==> src/rtl/rtc_pkg.sv <==
package rtc_pkg;
  localparam int NFIELD = 8;
  localparam int AW     = 4;

  localparam int F_SEC  = 0;
  localparam int F_MIN  = 1;
  localparam int F_HOUR = 2;
  localparam int F_DOW  = 3;
  localparam int F_DATE = 4;
  localparam int F_MON  = 5;
  localparam int F_YEAR = 6;
  localparam int F_CENT = 7;

  localparam logic [AW-1:0] A_ALM0  = 4'd8;
  localparam logic [AW-1:0] A_RATE  = 4'd11;
  localparam logic [AW-1:0] A_CTRL  = 4'd12;
  localparam logic [AW-1:0] A_FLAGS = 4'd13;
  localparam logic [7:0]    CTRL_MASK = 8'hF5;

  typedef logic [6:0] fld_t;
  typedef fld_t [NFIELD-1:0] tvec_t;

  function automatic tvec_t time_at_reset();
    tvec_t t;
    t = '0;
    t[F_DOW]  = 7'd1;
    t[F_DATE] = 7'd1;
    t[F_MON]  = 7'd1;
    t[F_CENT] = 7'd20;
    return t;
  endfunction

  function automatic logic [7:0] to_bcd(input fld_t v);
    logic [7:0] w;
    w = {1'b0, v};
    return ((w / 8'd10) << 4) | (w % 8'd10);
  endfunction

  function automatic fld_t from_bcd(input logic [7:0] b);
    return 7'({3'b0, b[7:4]} * 7'd10 + {3'b0, b[3:0]});
  endfunction

  function automatic fld_t month_len(input fld_t mon, input fld_t yr, input fld_t cen);
    logic leap;
    leap = (yr[1:0] == 2'd0) && ((yr != 7'd0) || (cen[1:0] == 2'd0));
    case (mon)
      7'd2:                      return leap ? 7'd29 : 7'd28;
      7'd4, 7'd6, 7'd9, 7'd11:   return 7'd30;
      default:                   return 7'd31;
    endcase
  endfunction
endpackage

==> src/rtl/rtc_prescale.sv <==
module rtc_prescale #(
  parameter int DIV_BITS = 15
) (
  input  logic       clk,
  input  logic       rst_n,
  input  logic       tick,
  input  logic [3:0] rate,
  output logic       sec_p,
  output logic       per_p
);
  logic [DIV_BITS-1:0] cnt_q, cnt_d, mask;
  logic [3:0]          eff;

  always_comb begin
    cnt_d = tick ? cnt_q + 1'b1 : cnt_q;
    eff   = (rate == 4'd1 || rate == 4'd2) ? rate + 4'd7 : rate;
    for (int i = 0; i < DIV_BITS; i++) begin
      mask[i] = ((i + 1) < int'(eff));
    end
    sec_p = tick && (&cnt_q);
    per_p = tick && (rate != 4'd0) && ((cnt_q & mask) == mask);
  end

  always_ff @(posedge clk or negedge rst_n) begin
    if (!rst_n) cnt_q <= '0;
    else        cnt_q <= cnt_d;
  end
endmodule

==> src/rtl/rtc_calendar.sv <==
module rtc_calendar
  import rtc_pkg::*;
(
  input  logic  clk,
  input  logic  rst_n,
  input  logic  adv,
  input  logic  load,
  input  tvec_t load_val,
  input  logic  dst_en,
  output tvec_t q,
  output tvec_t d
);
  logic fell_q, fell_d;
  logic at_edge, spring, fall;

  always_comb begin
    d      = q;
    fell_d = fell_q;
    at_edge = (q[F_HOUR] == 7'd1) && (q[F_MIN] == 7'd59) && (q[F_SEC] == 7'd59)
              && (q[F_DOW] == 7'd1) && dst_en;
    spring = at_edge && (q[F_MON] == 7'd4)  && (q[F_DATE] <= 7'd7);
    fall   = at_edge && (q[F_MON] == 7'd10) && (q[F_DATE] >= 7'd25) && !fell_q;
    if (load) begin
      d = load_val;
    end else if (adv) begin
      if (spring) begin
        d[F_HOUR] = 7'd3; d[F_MIN] = '0; d[F_SEC] = '0;
      end else if (fall) begin
        d[F_HOUR] = 7'd1; d[F_MIN] = '0; d[F_SEC] = '0;
        fell_d = 1'b1;
      end else if (q[F_SEC] != 7'd59) begin
        d[F_SEC] = q[F_SEC] + 7'd1;
      end else begin
        d[F_SEC] = '0;
        if (q[F_MIN] != 7'd59) begin
          d[F_MIN] = q[F_MIN] + 7'd1;
        end else begin
          d[F_MIN] = '0;
          fell_d   = 1'b0;
          if (q[F_HOUR] != 7'd23) begin
            d[F_HOUR] = q[F_HOUR] + 7'd1;
          end else begin
            d[F_HOUR] = '0;
            d[F_DOW]  = (q[F_DOW] == 7'd7) ? 7'd1 : q[F_DOW] + 7'd1;
            if (q[F_DATE] != month_len(q[F_MON], q[F_YEAR], q[F_CENT])) begin
              d[F_DATE] = q[F_DATE] + 7'd1;
            end else begin
              d[F_DATE] = 7'd1;
              if (q[F_MON] != 7'd12) begin
                d[F_MON] = q[F_MON] + 7'd1;
              end else begin
                d[F_MON] = 7'd1;
                if (q[F_YEAR] != 7'd99) begin
                  d[F_YEAR] = q[F_YEAR] + 7'd1;
                end else begin
                  d[F_YEAR] = '0;
                  d[F_CENT] = (q[F_CENT] == 7'd99) ? 7'd0 : q[F_CENT] + 7'd1;
                end
              end
            end
          end
        end
      end
    end
  end

  always_ff @(posedge clk or negedge rst_n) begin
    if (!rst_n) begin
      q      <= time_at_reset();
      fell_q <= 1'b0;
    end else begin
      q      <= d;
      fell_q <= fell_d;
    end
  end
endmodule

==> src/rtl/rtc_core.sv <==
module rtc_core
  import rtc_pkg::*;
#(
  parameter int DIV_BITS = 15
) (
  input  logic          clk,
  input  logic          rst_n,
  input  logic          tick,
  input  logic          wr_en,
  input  logic          rd_en,
  input  logic [AW-1:0] addr,
  input  logic [7:0]    wdata,
  output logic [7:0]    rdata,
  output logic          irq
);
  logic [1:0]      rsync_q;
  logic            rst_sn;
  logic            sec_p, per_p, adv, load, alarm_hit, freeze_q, bin_q;
  tvec_t           cal_q, cal_d, shadow_q, shadow_d;
  logic [2:0][7:0] alm_q, alm_d;
  logic [3:0]      rate_q, rate_d;
  logic [7:0]      ctrl_q, ctrl_d;
  logic [2:0]      flags_q, flags_d;
  fld_t            wval;

  always_ff @(posedge clk or negedge rst_n) begin
    if (!rst_n) rsync_q <= 2'b00;
    else        rsync_q <= {rsync_q[0], 1'b1};
  end
  assign rst_sn = rsync_q[1];

  rtc_prescale #(.DIV_BITS(DIV_BITS)) u_pre (
    .clk(clk), .rst_n(rst_sn), .tick(tick), .rate(rate_q),
    .sec_p(sec_p), .per_p(per_p)
  );

  rtc_calendar u_cal (
    .clk(clk), .rst_n(rst_sn), .adv(adv), .load(load), .load_val(shadow_q),
    .dst_en(ctrl_q[0]), .q(cal_q), .d(cal_d)
  );

  assign freeze_q = ctrl_q[7];
  assign bin_q    = ctrl_q[2];
  assign adv      = sec_p && !freeze_q;
  assign load     = wr_en && (addr == A_CTRL) && !wdata[7] && freeze_q;
  assign wval     = bin_q ? wdata[6:0] : from_bcd(wdata);
  assign irq      = |(flags_q & ctrl_q[6:4]);

  always_comb begin
    alarm_hit = 1'b1;
    for (int i = 0; i < 3; i++) begin
      if (alm_q[i][7:6] != 2'b11) begin
        if ((bin_q ? alm_q[i][6:0] : from_bcd(alm_q[i])) != cal_d[i]) alarm_hit = 1'b0;
      end
    end
  end

  always_comb begin
    shadow_d = shadow_q;
    alm_d    = alm_q;
    rate_d   = rate_q;
    ctrl_d   = ctrl_q;
    if (!freeze_q) shadow_d = cal_d;
    if (wr_en) begin
      if (!addr[3]) begin
        if (freeze_q) shadow_d[addr[2:0]] = wval;
      end else if (addr < A_RATE) begin
        alm_d[addr[1:0]] = wdata;
      end else if (addr == A_RATE) begin
        rate_d = wdata[3:0];
      end else if (addr == A_CTRL) begin
        ctrl_d = wdata & CTRL_MASK;
      end
    end
    flags_d = ((rd_en && addr == A_FLAGS) ? 3'b000 : flags_q)
              | {per_p, adv && alarm_hit, adv};
  end

  always_comb begin
    rdata = 8'h00;
    if (!addr[3]) begin
      rdata = bin_q ? {1'b0, shadow_q[addr[2:0]]} : to_bcd(shadow_q[addr[2:0]]);
    end else if (addr < A_RATE) begin
      rdata = alm_q[addr[1:0]];
    end else if (addr == A_RATE) begin
      rdata = {4'b0, rate_q};
    end else if (addr == A_CTRL) begin
      rdata = ctrl_q;
    end else if (addr == A_FLAGS) begin
      rdata = {irq, flags_q, 4'b0};
    end
  end

  always_ff @(posedge clk or negedge rst_sn) begin
    if (!rst_sn) begin
      shadow_q <= time_at_reset();
      alm_q    <= '0;
      rate_q   <= '0;
      ctrl_q   <= '0;
      flags_q  <= '0;
    end else begin
      shadow_q <= shadow_d;
      alm_q    <= alm_d;
      rate_q   <= rate_d;
      ctrl_q   <= ctrl_d;
      flags_q  <= flags_d;
    end
  end
endmodule

==> config.mk <==
export PLATFORM = sky130hd
export DESIGN_NAME = rtc_core
export DESIGN_NICKNAME = d
export VERILOG_FILES = /design/src/rtl/rtc_pkg.sv /design/src/rtl/rtc_prescale.sv /design/src/rtl/rtc_calendar.sv /design/src/rtl/rtc_core.sv
export SDC_FILE = /design/constraint.sdc
export NUM_CORES = 1
export LEC_CHECK = 0
export ABC_AREA = 1
export CORE_ASPECT_RATIO = 1.5
export CORE_UTILIZATION = 60
export CTS_BUF_LIST = sky130_fd_sc_hd__clkbuf_8
export CTS_CLUSTER_DIAMETER = 80
export CTS_CLUSTER_SIZE = 24
export DETAILED_ROUTE_END_ITERATION = 12
export DONT_BUFFER_PORTS = 1
export GPL_TIMING_DRIVEN = 0
export PLACE_DENSITY = 0.89
export SETUP_SLACK_MARGIN = 0.15
export SYNTH_ARGS = -nofsm -noshare
export SYNTH_HDL_FRONTEND = slang
export SYNTH_HIERARCHICAL = 1
export SYNTH_SLANG_ARGS = --single-unit
export TNS_END_PERCENT = 30
==> constraint.sdc <==
create_clock -name clk -period 5.2 [get_ports clk]
set_input_delay 0 -clock clk [delete_from_list [all_inputs] [get_ports clk]]
set_output_delay 0 -clock clk [all_outputs]
set_load 0.1 [all_outputs]
==> reports/results.tsv, run 1 <==
stage	metric	value	unit
die	I/O pin cnt	26	
synth	Syn Area/Cell	7.04	um^2
die	die height	177	um
final_layout	layout cells sized above 1	0.0893	
synth	Primary FF master, synth	dfrtp_1	
synth	Post-Syn Area	12300	um^2
worst_setup_path	Worst setup SP type	flop	
synth	Syn Nets	1814	
place	dpl hpwl	29100	um
synth	Seq/Total Area, Yosys	0.342	
timing	fin crit share	0.924	
synth	area share of the largest cell type after synthesis	0.320	
clock_network	Worst-Skew Late Latency	0.49	ns
grt	vias in the first global route	12385	
timing	fmax	208	MHz
synth	Post-synth EDFFs	0	
worst_setup_path	Crit path buffers/inverters	6	
worst_setup_path	Crit Path Class	flop to flop	
synth	Post-synth ARST share	1.00	
synth	Synth Instances	1742	
clock_network	H-tree depth	4	
place	worst slack, placed	0.740	ns
outcome	status	finished clean	
worst_setup_path	setup slack, reg-to-reg	0.40	ns
die	Core Footprint	19900	um^2
grt	grt met2 use	0.656	
grt	largest net degree at the start of global routing	62	
grt	initial antenna violation count	0	
power_and_ir_drop	maximum VDD drop	401	uV
timing	Slew Limit Fails	0	
grt	Overflow after GRT	0	
power_and_ir_drop	PwrDens	352	nW/um^2
final_layout	Fillers	1661	
synth	Synth top cells by count	nand2_1 (533), inv_1 (199), dfrtp_1 (157)	
worst_setup_path	CP Max Fanout	10	
worst_setup_path	Critical Path Slowest Stage Cell	nor3_1	
clock_network	Clock transition at path regs	0.10	ns
worst_setup_path	cell mode on critical path	clkbuf_1	
worst_setup_path	Worst path top cell family by delay	buffers and inverters	
die	die area	21000	um^2
timing	Hold Slack	0.0588	ns
worst_setup_path	CP max stage delay	0.73	ns
clock_network	Clock Sink Count	167	
flow_run	max-cap viol count	0	
power_and_ir_drop	Lkg Pwr	6.46	nW
synth	most frequent cell after synthesis	nand2_1	
timing	setup ws final	0.397	ns
synth	Yosys Warn Count	6	
hold_path	HP Class	input port to flop	
synth	dominant cells by area after synthesis	dfrtp_1 (32%), nand2_1 (16%), inv_1 (6.1%)	
timing	min Tclk post-route	4.80	ns
grt	GRT busiest layer	met2	
place	gpl congestion	1.01	
grt	first-pass GRT wire length	63200	um
worst_setup_path	CP endpoint kind	flop	
route	DRC Markers	0	
grt	met1 usage	0.427	
place	PortBufs	0	
timing	Hold Fails Final Rpt	0	
route	via count	12515	
synth	Synth cell types	60	
route	drt first-iter violations	1330	
worst_setup_path	Cell Chain, Critical Path	clkbuf_1, inv_1, clkbuf_1, clkbuf_1, nor3_1, clkbuf_1, clkbuf_1, a21oi_1, a21oi_1, xor2_1, nor4_1, nand3_1, o21ai_0, nand4_1, nand2_1	
die	Initial Util	0.615	
timing	Final Setup Violations	0	
clock_network	CTS tree	built	
synth	Yosys reg bits	167	
timing	Max-slew headroom	0.0865	
clock_network	CTS Root Cell	clkbuf_8	
clock_network	postcts setup bufs	0	
timing	Final Skew	0.0174	ns
clock_network	CTS Buf Count	17	
final_layout	Area Growth Syn to Fin	7.70	%
die	Die Wd	119	um
route	drt via density	6.10	
timing	actual slew at the worst max-slew pin	1.37	ns
die	row count	63	
worst_setup_path	Worst EP required	5.63	ns
synth	Synth area leader	dfrtp_1	
timing	RSZ-0062 raised after global routing	no	
final_layout	nets	1850	
route	final wirelength	39500	um
grt	grt met3 use	0.0812	
power_and_ir_drop	Final Total Pwr	4.65	mW
route	ANT nets after route	0	
route	drt wl/cell	19.3	um
worst_setup_path	crit path DAT	5.24	ns
grt	total global-route track usage	0.391	
clock_network	Max Buffers Root-to-Sink	2	
final_layout	antenna cells	0	
route	Pre-Repair DR Iteration Count	6	
==> worst register-to-register path: stages (launching register included) <==
cell	delay, ns
dfrtp_1	0.33
clkbuf_1	0.18
inv_1	0.13
clkbuf_1	0.37
clkbuf_1	0.42
nor3_1	0.73
clkbuf_1	0.53
clkbuf_1	0.50
a21oi_1	0.11
a21oi_1	0.39
xor2_1	0.12
nor4_1	0.32
nand3_1	0.10
o21ai_0	0.25
nand4_1	0.17
nand2_1	0.09
==> stage by stage <==
stage / cells / utilization / cell area (um^2) / setup TNS [ns]
after floorplan: 1742 / - / 12300 / 0
after global placement: 2002 / 0.632 / 12600 / -239.47
after detailed placement: 2004 / 0.636 / 12700 / 0
after CTS: 2051 / 0.663 / 13200 / 0
after global routing: 2051 / 0.663 / 13200 / 0
final: 2051 / 0.663 / 13200 / 0
==> cell usage in the layout, fill, tap and decap left out, drive strengths merged, types with 21 or more instances in the layout <==
cell type / instances
nand2: 555
inv: 221
nor2: 124
nand4: 27
nor3: 26
xor2: 45
ha: 47
o21ai: 167
buf: 23
nand3: 125
dfrtp: 157
a31oi: 21
clkbuf: 59
a21oi: 54
==> power breakdown <==
part	total [mW]	switching, mW	leakage [nW]	internal (mW)
combinational	1.89	1.30	4.20	0.587
sequential	1.82	0.277	2.06	1.55
clock	0.946	0.516	0.201	0.430
total	4.65	2.09	6.46	2.56
==> repair_timing <==
| item | 4_1_cts | 5_1_grt |
|---|---|---|
| hold buffers | 15 | 0 |
| setup endpoints to repair | 0 | 1 |
| hold endpoints to repair | 58 | 0 |
| gates resized for setup | 0 | 1 |
==> cells by family (layout without fill, tap and decap cells) <==
logic type      Yosys count  after routing  share of synthesized area
other cells               1              1                   0.000306
simple gates            878            878                      0.322
compound gates          309            309                      0.145
buf+inv                 281            330                     0.0942
flops                   167            167                      0.342
fa+ha+maj                55             55                     0.0610
xor+xnor                 51             51                     0.0364
==> path summary, 6_finish.rpt <==
| check | endpoint | from | depth (start not counted) |
|---|---|---|---|
| worst max-delay path | flags_q[1] | ctrl_q[7] | 15 |
| worst min-delay path | alm_q[11] | addr[1] | 5 |
| worst max register to register | flags_q[1] | ctrl_q[7] | 15 |
| worst min register to register | rsync_q[1] | rsync_q[0] | 0 |
| max in group asynchronous | shadow_q[21] | rsync_q[1] | 2 |
| min in group asynchronous | rsync_q[0] | rst_n | 2 |
==> metal layers <==
metal / part of all wire / wire length (um) / vias up
met5: 0 / 0 / -
met3: 0.097 / 3850 / 225
met2: 0.48 / 18800 / 790
met1: 0.34 / 13400 / 5733
li1: - / - / 5767
met4: 0.087 / 3450 / 0
==> state kept, by name, summed over array words and instances, names as in the netlist <==
name	count
shadow_q	56
flags_q	3
alm_q	24
ctrl_q	6
rsync_q	2
rate_q	4
u_pre/cnt_q	15
u_cal/fell_q	1
u_cal/q	56
==> cell type report <==
type / instances / area, um^2 / area share
buffer: 63 / 329 / 0.0249
multi-input combinational: 1294 / 6940 / 0.525
timing repair buffer: 17 / 205 / 0.0155
clock inverter: 15 / 156 / 0.0118
inverter: 218 / 827 / 0.0626
sequential: 167 / 4200 / 0.317
tap: 260 / 325 / 0.0246
clock buffer: 17 / 234 / 0.0177
(Power assumes the default switching activity.)
==> run 2, diff against run 1 <==
- CTS_BUF_LIST: sky130_fd_sc_hd__clkbuf_8 -> sky130_fd_sc_hd__clkbuf_2 sky130_fd_sc_hd__clkbuf_4 sky130_fd_sc_hd__clkbuf_8
==> reports/results.tsv, run 2 (synthesis results as in run 1) <==
stage	metric	value	unit	change
outcome	status	finished clean		unchanged
clock_network	Max Buffers Root-to-Sink	2		unchanged
timing	Final Setup Violations	0		unchanged
timing	fin crit share	0.913		was 0.924
timing	Max-slew headroom	0.0884		was 0.0865
timing	Hold Fails Final Rpt	0		unchanged
final_layout	commonest non-fill, non-tap cell in the layout	nand2_1		unchanged
power_and_ir_drop	Sw Share	0.448		was 0.450
clock_network	postcts setup bufs	0		unchanged
route	drt first-iter violations	1276		was 1,330
power_and_ir_drop	Pint	2.58	mW	was 2.56 mW
clock_network	CTS tree	built		unchanged
hold_path	HP Class	input port to flop		unchanged
clock_network	Worst-Skew Late Latency	0.49	ns	about the same
die	Initial Util	0.615		unchanged
final_layout	Largest regs	shadow_q: 56 flops, u_cal/q: 56 flops, alm_q: 24 flops		unchanged
route	drt wl/cell	19.2	um	was 19.3 um
timing	Final Skew	0.0169	ns	was 0.0174 ns
clock_network	Clock transition at path regs	0.10	ns	about the same
place	gpl congestion	1.01		unchanged
grt	total global-route track usage	0.390		was 0.391
final_layout	nets	1850		unchanged
power_and_ir_drop	PwrDens	353	nW/um^2	was 352 nW/um^2
route	drt via density	6.07		was 6.10
final_layout	Fillers	1659		was 1,661
final_layout	layout cells sized above 1	0.0905		was 0.0893
route	Pre-Repair DR Iteration Count	6		unchanged
grt	first-pass GRT wire length	63000	um	was 63,200 um
grt	largest net degree at the start of global routing	62		unchanged
die	die height	177	um	unchanged
power_and_ir_drop	register share of total power	0.390		was 0.391
die	I/O pin cnt	26		unchanged
final_layout	antenna cells	0		unchanged
die	Core Footprint	19900	um^2	unchanged
die	die area	21000	um^2	unchanged
power_and_ir_drop	P_sw	2.09	mW	about the same
power_and_ir_drop	maximum VDD drop	403	uV	was 401 uV
die	row count	63		unchanged
route	ANT nets after route	0		unchanged
timing	RSZ-0062 raised after global routing	no		unchanged
place	dpl hpwl	29100	um	unchanged
place	PortBufs	0		unchanged
die	Die Wd	119	um	unchanged
worst_setup_path	CP endpoint kind	flop		unchanged
route	via count	12442		was 12,515
clock_network	CTS Root Cell	clkbuf_8		unchanged
grt	initial antenna violation count	0		unchanged
place	placed insts	2004		unchanged
power_and_ir_drop	Clock power frac	0.206		was 0.203
timing	actual slew at the worst max-slew pin	1.36	ns	was 1.37 ns
timing	setup ws final	0.452	ns	was 0.397 ns
worst_setup_path	CP Max Fanout	10		unchanged
final_layout	Final Non-Filler Cells	2051		unchanged
route	DRC Markers	0		unchanged
clock_network	CTS Buf Count	17		unchanged
final_layout	most frequent cells in the layout	nand2_1 (533), inv_1 (199), dfrtp_1 (156)		was nand2_1 (533), inv_1 (201), dfrtp_1 (156)
clock_network	H-tree depth	4		unchanged
flow_run	max-cap viol count	0		unchanged
worst_setup_path	Worst setup SP type	flop		unchanged
grt	vias in the first global route	12383		was 12,385
timing	fmax	211	MHz	was 208 MHz
worst_setup_path	Worst EP required	5.63	ns	about the same
final_layout	Area Growth Syn to Fin	7.76	%	was 7.70%
power_and_ir_drop	Gate power share	0.404		was 0.405
timing	min Tclk post-route	4.75	ns	was 4.80 ns
route	final wirelength	39400	um	was 39,500 um
grt	Overflow after GRT	0		unchanged
clock_network	Clock Sink Count	167		unchanged
timing	Slew Limit Fails	0		unchanged
worst_setup_path	Crit Path Class	flop to flop		unchanged
power_and_ir_drop	Lkg Pwr	6.46	nW	about the same
worst_setup_path	crit path DAT	5.18	ns	was 5.24 ns
place	worst slack, placed	0.740	ns	unchanged
==> run 2: path summary, 6_finish.rpt <==
check | depth (start not counted) | startpoint | slack [ns] | endpoint
min in group asynchronous | 2 | rst_n | 0.31 | rsync_q[1]
max in group asynchronous | 2 | rsync_q[1] | 3.71 | shadow_q[21]
hold reg to reg | 0 | rsync_q[0] | 0.38 | rsync_q[1]
hold / removal | 5 | addr[1] | 0.05 | alm_q[11]
setup reg to reg | 15 | ctrl_q[7] | 0.45 | flags_q[1]
setup / recovery | 15 | ctrl_q[7] | 0.45 | flags_q[1]
==> run 2: routing by layer <==
layer / global-route usage / wire, um
met4: 0.319 / 3390
met5: 0 / 0
met2: 0.655 / 18900
met3: 0.0812 / 3460
met1: 0.424 / 13700
==> run 2: power groups by stage <==
| stage | combinational [mW] | clock (mW) | sequential, mW |
|---|---|---|---|
| 2_1_floorplan | 1.40 | 0 | 1.75 |
| 3_3_place_gp | 1.71 | 0 | 1.84 |
| 3_5_place_dp | 1.80 | 0 | 1.83 |
| 4_1_cts | 1.83 | 0.967 | 1.81 |
| 5_1_grt | 2.07 | 1.02 | 1.84 |
| 6_report | 1.89 | 0.963 | 1.82 |
==> run 2: per-stage QoR <==
stage | power, mW | area [um^2] | utilization | hold WS (ns) | setup TNS, ns
finish | 4.67 | 13200 | 0.663 | 0.0538 | 0
detailed placement | 3.63 | 12700 | 0.636 | -0.295 | 0
CTS | 4.60 | 13200 | 0.663 | 0.0278 | 0
floorplan | 3.15 | 12300 | - | -0.296 | 0
global placement | 3.55 | 12600 | 0.632 | -0.295 | -239.47
global route | 4.94 | 13200 | 0.663 | 0.0588 | 0
==> run 2: layout make-up <==
| class | instances | area (um^2) | area share |
|---|---|---|---|
| multi-input cells | 1294 | 6940 | 0.525 |
| clock inverters | 13 | 149 | 0.0113 |
| repair buffers | 17 | 205 | 0.0155 |
| plain buffers | 63 | 329 | 0.0249 |
| clock buffers | 19 | 249 | 0.0188 |
| flip-flops and latches | 167 | 4200 | 0.317 |
| well taps | 260 | 325 | 0.0246 |
| inverters | 218 | 827 | 0.0625 |
==> run 2: critical path, stage by stage (launching register included) <==
cell and delay (ns):
dfrtp_1 0.33, clkbuf_1 0.17, inv_1 0.13, clkbuf_1 0.36, clkbuf_1 0.42, nor3_1 0.78, clkbuf_1 0.52, clkbuf_1 0.48
a21oi_1 0.09, a21oi_1 0.37, xor2_1 0.12, nor4_1 0.32, nand3_1 0.10, o21ai_0 0.23, nand4_1 0.16, nand2_1 0.09
==> run 2: what timing repair did <==
action | CTS | global route
hold endpoints to repair | 58 | 0
hold buffers | 15 | 0
gates resized for setup | 0 | 1
endpoints found under the setup margin | 0 | 1
==> run 3, diff against run 2 <==
- ABC_AREA: 1 -> unset
- CORE_ASPECT_RATIO: 1.5 -> 0.6
- CTS_CLUSTER_SIZE: 24 -> unset
==> reports/results.tsv, run 3 <==
stage	metric	value	unit	change
outcome	status	finished clean		unchanged
worst_setup_path	CP endpoint kind	flop		unchanged
worst_setup_path	WP depth	13		was 15
timing	Final Skew	0.0263	ns	was 0.0169 ns
route	ANT nets after route	0		unchanged
timing	setup ws final	0.110	ns	was 0.452 ns
synth	dominant cells by area after synthesis	dfrtp_1 (33%), mux2i_1 (6.9%), nand2_1 (5.3%)		was dfrtp_1 (32%), nand2_1 (16%), inv_1 (6.1%)
route	drt first-iter violations	1929		was 1,276
timing	Hold Fails Final Rpt	0		unchanged
die	Core Footprint	19100	um^2	was 19,900 um^2
final_layout	Final Non-Filler Cells	1631		was 2,051
worst_setup_path	R2R Path End	flags_q[1]		unchanged
worst_setup_path	crit path capture	flags_q[1]		unchanged
clock_network	H-tree depth	4		unchanged
die	I/O pin cnt	26		unchanged
grt	total global-route track usage	0.394		was 0.390
clock_network	Worst-Skew Late Latency	0.50	ns	was 0.49 ns
synth	most frequent cell after synthesis	nand2_1		unchanged
die	Initial Util	0.618		was 0.615
worst_setup_path	RR Startpoint	ctrl_q[7]		unchanged
place	worst slack, placed	-0.235	ns	was 0.740 ns
grt	Overflow after GRT	0		unchanged
route	Pre-Repair DR Iteration Count	8		was 6
worst_setup_path	cell mode on critical path	clkbuf_1		unchanged
synth	Synth top cells by count	nand2_1 (166), dfrtp_1 (157), o21ai_0 (117)		was nand2_1 (533), inv_1 (199), dfrtp_1 (157)
die	row count	39		was 63
worst_setup_path	Worst Setup SP	ctrl_q[7]		unchanged
final_layout	Area Growth Syn to Fin	8.22	%	was 7.76%
grt	initial antenna violation count	2		was 0
hold_path	HP Class	input port to flop		unchanged
power_and_ir_drop	maximum VDD drop	308	uV	was 403 uV
power_and_ir_drop	PwrDens	332	nW/um^2	was 353 nW/um^2
worst_setup_path	CP max stage delay	0.62	ns	was 0.78 ns
clock_network	CTS Root Cell	clkbuf_8		unchanged
final_layout	post-layout util	0.668		was 0.663
place	gpl congestion	1.10		was 1.01
timing	setup_tns	0	ns	unchanged
clock_network	CTS Buf Count	17		unchanged
timing	fmax	196	MHz	was 211 MHz
synth	Yosys reg bits	167		unchanged
final_layout	Largest regs	shadow_q: 56 flops, u_cal/q: 56 flops, alm_q: 24 flops		unchanged
flow_run	max-cap viol count	0		unchanged
synth	Post-synth ARST share	1.00		unchanged
route	via count	11472		was 12,442
worst_setup_path	Crit Path Class	flop to flop		unchanged
final_layout	Fillers	1444		was 1,659
synth	Synth cell types	98		was 60
synth	Post-Syn Area	11800	um^2	was 12,300 um^2
worst_setup_path	setup slack, reg-to-reg	0.11	ns	was 0.45 ns
synth	Post-synth EDFFs	0		unchanged
route	drt via density	7.03		was 6.07
timing	actual slew at the worst max-slew pin	1.44	ns	was 1.36 ns
route	final wirelength	39300	um	was 39,400 um
timing	Max-slew headroom	0.0395		was 0.0884
worst_setup_path	Crit path buffers/inverters	5		was 6
synth	Synth area leader	dfrtp_1		unchanged
clock_network	Clock Sink Count	167		unchanged
route	DRC Markers	0		unchanged
worst_setup_path	Worst EP required	5.60	ns	was 5.63 ns
worst_setup_path	Worst path top cell family by delay	buffers and inverters		unchanged
grt	vias in the first global route	10347		was 12,383
worst_setup_path	Worst setup SP type	flop		unchanged
worst_setup_path	crit path DAT	5.49	ns	was 5.18 ns
place	dpl hpwl	29200	um	was 29,100 um
power_and_ir_drop	Lkg Pwr	5.31	nW	was 6.46 nW
worst_setup_path	CP Max Fanout	10		unchanged
timing	min Tclk post-route	5.09	ns	was 4.75 ns
synth	Yosys Warn Count	6		unchanged
synth	Synth Instances	1313		was 1,742
die	die height	111	um	was 177 um
clock_network	Clock transition at path regs	0.10	ns	about the same
worst_setup_path	Cell Chain, Critical Path	clkbuf_1, clkbuf_2, and3b_1, clkbuf_1, clkbuf_1, clkbuf_1, nand2_1, o31ai_1, xor2_1, nand3_1, nor3b_1, a32oi_1, o31ai_1		was clkbuf_1, inv_1, clkbuf_1, clkbuf_1, nor3_1, clkbuf_1, clkbuf_1, a21oi_1, a21oi_1, xor2_1, nor4_1, nand3_1, o21ai_0, nand4_1, nand2_1
synth	Syn Area/Cell	9.00	um^2	was 7.04 um^2
worst_setup_path	FF-to-FF path depth	13		was 15
grt	largest net degree at the start of global routing	69		was 62
route	drt wl/cell	24.1	um	was 19.2 um
die	Die Wd	183	um	was 119 um
place	PortBufs	0		unchanged
synth	Primary FF master, synth	dfrtp_1		unchanged
timing	fin crit share	0.979		was 0.913
clock_network	CTS tree	built		unchanged
synth	Syn Nets	1385		was 1,814
final_layout	layout cells sized above 1	0.109		was 0.0905
place	placed insts	1581		was 2,004
timing	RSZ-0062 raised after global routing	no		unchanged
synth	Seq/Total Area, Yosys	0.355		was 0.342
final_layout	nets	1422		was 1,850
timing	Slew Limit Fails	0		unchanged
synth	area share of the largest cell type after synthesis	0.333		was 0.320
clock_network	Max Buffers Root-to-Sink	2		unchanged
clock_network	postcts setup bufs	0		unchanged
timing	Final Setup Violations	0		unchanged
worst_setup_path	Critical Path Slowest Stage Cell	clkbuf_1		was nor3_1
final_layout	most frequent cells in the layout	nand2_1 (166), dfrtp_1 (156), o21ai_0 (114)		was nand2_1 (533), inv_1 (199), dfrtp_1 (156)
final_layout	commonest non-fill, non-tap cell in the layout	nand2_1		unchanged
grt	first-pass GRT wire length	60200	um	was 63,000 um
die	die area	20300	um^2	was 21,000 um^2
-- run 3: changes by cell type after synthesis, moves of 15 or more --
cell and delta:
a21oi_1 +23, and3_1 +20, inv_1 -155, mux2_2 +35, mux2i_1 +82, nand2_1 -367
nand2_2 -15, nand3_1 -77, nor2_1 -25, nor2b_1 +17, o21ai_0 -22, o21ai_1 -16
xnor2_1 +25
-- run 3: layout make-up --
type | count | area (um^2) | area share
Multi-Input combinational cell | 1030 | 7160 | 0.560
Antenna cell | 2 | 5.00 | 0.000391
Clock inverter | 12 | 92.6 | 0.00724
Clock buffer | 20 | 275 | 0.0215
Sequential cell | 167 | 4200 | 0.328
Tap cell | 266 | 333 | 0.0260
Timing Repair Buffer | 18 | 215 | 0.0168
Buffer | 70 | 337 | 0.0263
Inverter | 46 | 173 | 0.0135
-- run 3: timing repair --
action                                 4_1_cts  5_1_grt
setup endpoints to repair                    1        1
endpoints found under the hold margin       58        0
hold buffers                                16        0
gates resized for setup                      3        6
-- run 3: per-stage QoR --
stage / cell area [um^2] / power (mW) / hold WS, ns
2_1_floorplan: 11800 / 2.80 / -0.296
3_3_place_gp: 12100 / 3.14 / -0.296
3_5_place_dp: 12200 / 3.23 / -0.296
4_1_cts: 12800 / 4.14 / 0.000373
5_1_grt: 12800 / 4.38 / 0.0184
6_report: 12800 / 4.24 / 0.00372
-- run 3: worst min path at each step --
stage	slack, ns	startpoint	cells after the start	end
3_3_place_gp	-0.30	rst_n	0	rsync_q[0]
6_report	0.004	wr_en	2	ctrl_q[7]
4_1_cts	0.0004	wr_en	2	ctrl_q[5]
2_1_floorplan	-0.30	rst_n	0	rsync_q[0]
5_1_grt	0.02	wr_en	2	ctrl_q[5]
3_5_place_dp	-0.30	rst_n	0	rsync_q[0]
-- run 3: logic make-up after synthesis --
| family | Yosys count | share of synthesized area |
|---|---|---|
| adders and majority gates | 55 | 0.0633 |
| other | 1 | 0.000317 |
| xor gates and xnor gates | 65 | 0.0482 |
| AOI/OAI and AO/OA | 331 | 0.177 |
| muxes | 128 | 0.123 |
| and+or+nand+nor | 450 | 0.190 |
| buffers and inverters | 116 | 0.0429 |
| DFF | 167 | 0.355 |
-- run 3: worst register-to-register path: stages (launching register included) --
cell	delay, ns
dfrtp_1	0.43
clkbuf_1	0.55
clkbuf_2	0.46
and3b_1	0.30
clkbuf_1	0.62
clkbuf_1	0.60
clkbuf_1	0.61
nand2_1	0.13
o31ai_1	0.30
xor2_1	0.21
nand3_1	0.10
nor3b_1	0.23
a32oi_1	0.18
o31ai_1	0.27
-- run 3: power breakdown --
part / internal, mW / switching, mW / total [mW]
combinational: 0.603 / 0.981 / 1.58
sequential: 1.47 / 0.278 / 1.75
clock: 0.373 / 0.536 / 0.909
total: 2.45 / 1.79 / 4.24
-- run 3: routing by layer --
metal / track usage / routed length [um]
met1: 0.570 / 15300
met2: 0.503 / 15200
met3: 0.208 / 7740
met4: 0.103 / 926
met5: 0.0275 / 107
